===== src/rtl/skid_pkg.sv =====
package skid_pkg;

  // Source selected for the output register.
  typedef enum logic {
    SRC_DIRECT = 1'b0,
    SRC_SPARE  = 1'b1
  } skid_src_e;

  // Load controls sent from the control unit to the datapath.
  typedef struct packed {
    logic      main_en;
    logic      spare_en;
    skid_src_e src;
  } skid_ctl_t;

endpackage


===== src/rtl/skid_ctrl.sv =====
module skid_ctrl
  import skid_pkg::*;
(
  input  logic      clk,
  input  logic      rst_n,
  input  logic      in_valid,
  input  logic      out_ready,
  output logic      in_ready,
  output logic      out_valid,
  output skid_ctl_t ctl
);

  logic full_q, full_n;
  logic vld_q, vld_n;
  logic rdy_q, rdy_n;
  logic take_in;
  logic main_free;

  // The output register can load when it is empty or being emptied.
  assign main_free = out_ready | ~vld_q;
  assign take_in   = in_valid & rdy_q;

  always_comb begin
    full_n = full_q;
    vld_n  = vld_q;
    ctl.main_en  = 1'b0;
    ctl.spare_en = 1'b0;
    ctl.src      = SRC_DIRECT;
    if (main_free) begin
      // A parked item always moves ahead of anything new.
      if (full_q) begin
        ctl.main_en = 1'b1;
        ctl.src     = SRC_SPARE;
        full_n      = 1'b0;
        vld_n       = 1'b1;
      end else if (take_in) begin
        ctl.main_en = 1'b1;
        vld_n       = 1'b1;
      end else begin
        vld_n       = 1'b0;
      end
    end else if (take_in) begin
      // Output is stalled: park the in-flight item.
      ctl.spare_en = 1'b1;
      full_n       = 1'b1;
    end
    rdy_n = ~full_n;
  end

  always_ff @(posedge clk or negedge rst_n) begin
    if (!rst_n) begin
      full_q <= 1'b0;
      vld_q  <= 1'b0;
      rdy_q  <= 1'b1;
    end else begin
      full_q <= full_n;
      vld_q  <= vld_n;
      rdy_q  <= rdy_n;
    end
  end

  assign in_ready  = rdy_q;
  assign out_valid = vld_q;

endmodule


===== src/rtl/skid_datapath.sv =====
module skid_datapath
  import skid_pkg::*;
#(
  parameter int DATA_W = 8
) (
  input  logic              clk,
  input  skid_ctl_t         ctl,
  input  logic [DATA_W-1:0] in_data,
  output logic [DATA_W-1:0] out_data
);

  logic [DATA_W-1:0] spare_q, spare_n;
  logic [DATA_W-1:0] main_q, main_n;
  logic [DATA_W-1:0] mux_o;

  assign mux_o = (ctl.src == SRC_SPARE) ? spare_q : in_data;

  always_comb begin
    spare_n = ctl.spare_en ? in_data : spare_q;
    main_n  = ctl.main_en  ? mux_o   : main_q;
  end

  // Data registers carry no reset; the valid and full flags qualify them.
  always_ff @(posedge clk) begin
    spare_q <= spare_n;
    main_q  <= main_n;
  end

  assign out_data = main_q;

endmodule


===== src/rtl/skid_stage.sv =====
module skid_stage
  import skid_pkg::*;
#(
  parameter int DATA_W = 8
) (
  input  logic              clk,
  input  logic              rst_n,
  input  logic              in_valid,
  input  logic [DATA_W-1:0] in_data,
  output logic              in_ready,
  output logic              out_valid,
  output logic [DATA_W-1:0] out_data,
  input  logic              out_ready
);

  skid_ctl_t ctl;

  skid_ctrl u_ctrl (
    .clk       (clk),
    .rst_n     (rst_n),
    .in_valid  (in_valid),
    .out_ready (out_ready),
    .in_ready  (in_ready),
    .out_valid (out_valid),
    .ctl       (ctl)
  );

  skid_datapath #(.DATA_W(DATA_W)) u_dp (
    .clk      (clk),
    .ctl      (ctl),
    .in_data  (in_data),
    .out_data (out_data)
  );

endmodule


===== config.mk =====
export PLATFORM = sky130hd
export DESIGN_NAME = skid_stage
export DESIGN_NICKNAME = d
export VERILOG_FILES = /design/src/rtl/skid_pkg.sv /design/src/rtl/skid_ctrl.sv /design/src/rtl/skid_datapath.sv /design/src/rtl/skid_stage.sv
export SDC_FILE = /design/constraint.sdc
export NUM_CORES = 1
export LEC_CHECK = 0
export ABC_AREA = 1
export BUFFER_PORTS_ARGS = -buffer_cell sky130_fd_sc_hd__buf_2
export CAP_MARGIN = 0
export CORE_ASPECT_RATIO = 2
export CORE_UTILIZATION = 25
export CTS_BUF_LIST = sky130_fd_sc_hd__clkbuf_4 sky130_fd_sc_hd__clkbuf_8
export CTS_CLUSTER_SIZE = 14
export DETAILED_ROUTE_END_ITERATION = 7
export GPL_TIMING_DRIVEN = 0
export PLACE_DENSITY_LB_ADDON = 0.08
export SYNTH_ARGS = -nofsm -noshare
export SYNTH_HDL_FRONTEND = slang
export SYNTH_HIERARCHICAL = 1
export SYNTH_SLANG_ARGS = --single-unit

===== constraint.sdc =====
create_clock -name clk -period 2.3 [get_ports clk]
set_input_delay 0.115 -clock clk [delete_from_list [all_inputs] [get_ports clk]]
set_output_delay 0.115 -clock clk [all_outputs]
set_load 0.02 [all_outputs]

Word level (Yosys, flattened, before mapping). Index checks and enable logic that the tools add are counted.

RAM bits: 0. Register bits after elaboration: 19. Bits in read-only memories: 0. Memories kept: 0. Latch bits: 0. Input port bits: 12.

Add/subtract/negate cells: 0. Eq/ne operators: 0. Multiply operators: 0. Divide/modulo/power cells: 0. Muxes and demuxes: 9. Order comparisons: 0. Shift-type cells: 0. Bitwise gates (word level): 4. Reductions and logical operators: 0.

Operator list (count): 1-bit 2-to-1 mux (8); 8-bit 2-to-1 mux (1); 1-bit NOT (2); 1-bit bitwise AND (1); 1-bit bitwise OR (1).

Logic depth before layout (Yosys ltp).
Word-level depth: 4. Mapped depth: 8. Gate-level depth less buffers: 7.

Cells and area by module. Netlist, hierarchy kept.

By module, submodules not included: skid_datapath (seq. area each 480.5 um2, cells an instance 42, area an instance 585.6 um2, instances 1); skid_ctrl (seq. area each 76.3 um2, cells an instance 16, area an instance 146.4 um2, instances 1).

Least setup slack after synthesis. OpenSTA, ideal clock, no wires.

Kind: register to register. From: register u_ctrl.rdy_q, in the netlist u_ctrl/in_ready. To: register u_dp.spare_q[0], enable pin. Setup time: 370 ps. Required time: 1930 ps. Stages on the path, launching flop included: 3. Path buffers: 0. Path slack: 860 ps. Arrival: 1070 ps. Cell sequence: dfstp_2 > nand2_2 > nor2_1.

RTL lines: from (decl) (line skid_ctrl.sv:15) `logic rdy_q, rdy_n;`; from (signal assigned) (line skid_ctrl.sv:58) `rdy_q <= rdy_n;`; to (signal assigned) (line skid_datapath.sv:25) `spare_q <= spare_n;`; to (decl) (line skid_datapath.sv:12) `logic [DATA_W-1:0] spare_q, spare_n;`.

==> metrics.txt <==
status=complete, no violations; data required time of the worst path=2.18 ns; drc violations=0; delay-heaviest family, CP=simple AND/OR/NAND/NOR gates; Mapped Cells=58; worst r2r dst=u_dp/spare_q[5]$_DFFE_PP_; VDD IR-drop max=0.000415 V; gp weighted congestion=0.636; Worst-Skew Late Latency=0.25 ns; CP endpoint=u_dp/spare_q[5]$_DFFE_PP_; row count=27; CTS tree=done; Cells on Worst Hold Path=1; Post-Syn Nets=70; routed wire length per instance=11.1 um; worst-margin pin slew=0.680 ns; placed wire-length estimate=944 um; Crit Path Class=register to register; Reg-to-Reg Start=u_ctrl/in_ready$_DFF_PN1_; Setup TNS=0 ns; drt pass-1 iters=4; Die H=~79 um; fin area=between 900 and 1000 um2; Yosys top cell area share=65.6%; CTS clk-pin slew, worst paths=approximately 0.070 ns; Reg2Reg Depth=2; DR iter-0 viols=12; first-pass GRT wire length=2.09 mm; critical path, cell by cell=nand2_2, nor2_1; setup slack, reg-to-reg=0.76 ns; yosys warns=6; clock tree buffer depth=2; Placed Area=873 um2; CP Capture Type=register; Tcrit/Tclk final=66.8%; combinational share of power=14.6%; Cell Pwr Density=828 nW/um2; internal power=around 0.6 mW; CTS Buf Count=3; port bufs=21; Post-Layout Cell Count=113; Initial Utilization=26.4%; Worst Path Arrival=1.42 ns; Rel. slew slack=54.5%; drt via density=4.02; final hold viol count=0; largest net degree at the start of global routing=11; max frequency=651 MHz; die width=40.3 um; Yosys top cell by area=edfxtp_1; worst-path fanout max=8; fin nets=between 90 and 100; Netlist cell types=13; Area contributors post-synth=edfxtp_1 (66%), nand2_1 (13%), dfrtp_1 (6.8%); P_leak=0.417 nW; Crit. Startpoint=u_ctrl/in_ready$_DFF_PN1_; postcts setup bufs=0; GRT overflow=0; post-cts resize count=0; Post-DRT Antenna Nets=0; DP Cell Count=108; register area share after synthesis=76.1%; Setup Viol. Count Final=0; H-tree Lvls=1; Syn-to-layout area delta=27.4%; hold buffer count at cts=1; Tot GR Track Use=9.82%; hold_ws=0.0555 ns; Max Slew Vio Count=0; Core ar.=~2800 um2; Clock Sink Count=19; critical-path cell with the highest stage delay=nor2_1; mean post-synth cell area=roughly 13 um2; vias in the first global route=456; switching fraction of total power=~24%; worst path bufs/invs=0; ratio of cells with drive above 1 in the final layout=41.7%; Die ar.=3160 um2; synthesized cell area=732 um2; Flop pwr share=54.5%; via count=454; Critical Path Stages=2; Psw=0.188 mW; crit path launch type=register; IO Pins=22; worst hold path type=input port to register; max_cap viols=0; skew final=0.00248 ns; Antenna Cells=0; Tmin final=around 1.5 ns; initial antenna violation count=0; RSZ-0062 raised after global routing=false; final wirelength=1.26 mm; crit-path max cell delay=approximately 0.55 ns; Clk pwr share=31.0%; synthesized flop and latch total=19; Root Buffer=clkbuf_8
## cells by family after synthesis
family                 share of synthesized area [%]
AOI/OAI and AO/OA                               1.20
DFF                                             76.1
buffers and inverters                           4.10
and+or+nand+nor                                 18.6
## worst min path at each step
| stage | start | end |
|---|---|---|
| 3_5_place_dp | rst_n | u_ctrl/full_q$_DFF_PN0_ |
| 5_1_grt | in_data[4] | u_dp/spare_q[4]$_DFFE_PP_ |
| 4_1_cts | in_data[3] | u_dp/spare_q[3]$_DFFE_PP_ |
| 3_3_place_gp | rst_n | u_ctrl/out_valid$_DFFE_PN0P_ |
| 6_report | in_data[5] | u_dp/spare_q[5]$_DFFE_PP_ |
| 2_1_floorplan | rst_n | u_ctrl/full_q$_DFF_PN0_ |
## state kept, by name, summed over array words and instances, names as in the netlist
name	cells
u_ctrl/in_ready	1
u_ctrl/out_valid	1
u_dp/spare_q	8
u_dp/out_data	8
u_ctrl/full_q	1
## per-stage QoR
| step | util (%) | total power, mW | setup WS, ns |
|---|---|---|---|
| floorplan | - | 0.500 | 0.860 |
| global placement | 31.5 | 0.539 | 0.745 |
| detailed placement | 31.5 | 0.541 | 0.720 |
| CTS | 33.6 | 0.786 | 0.705 |
| global route | 33.6 | 0.808 | 0.665 |
| finish | 33.6 | 0.772 | 0.765 |
## synthesized netlist by cell type
library cell / instances
edfxtp_1: 16
nand2_2: 2
nor2_2: 1
dfstp_2: 1
dfrtp_1: 2
nand2_1: 26
inv_1: 2
nor2_1: 1
a21oi_2: 1
inv_2: 3
nand2_4: 1
nand3_1: 1
buf_6: 1
## cell type report
cell class / instances / area (um2)
buffer: 1 / 11.3
clock buffer: 4 / 48.8
fill: 302 / 1840
inverter: 5 / 18.8
multi-input combinational: 33 / 145
sequential: 19 / 557
tap: 29 / 36.3
timing repair buffer: 22 / 115
## cells in the final DEF, fill, tap and decap left out, drive strengths merged
cell         synthesis  final
edfxtp              16     16
nand2               29     29
dlygate4sd3          0      1
dfstp                1      1
nor2                 2      2
a21oi                1      1
clkbuf               0      4
dfrtp                2      2
nand3                1      1
inv                  5      5
buf                  1     22
## metal layers
layer	part of all wire, %	vias up	track usage (%)
met2	57	13	15.8
met3	3.6	2	1.69
met4	2.1	0	7.00
li1	-	238	-
met1	37	201	10.6
met5	0	-	0
## power groups by stage
stage	sequential [mW]	combinational, mW	clock [mW]
2_1_floorplan	0.455	0.0456	0
3_3_place_gp	0.427	0.112	0
3_5_place_dp	0.428	0.113	0
4_1_cts	0.421	0.114	0.251
5_1_grt	0.424	0.127	0.257
6_report	0.420	0.112	0.239
Power figures use the tool's default switching activity.
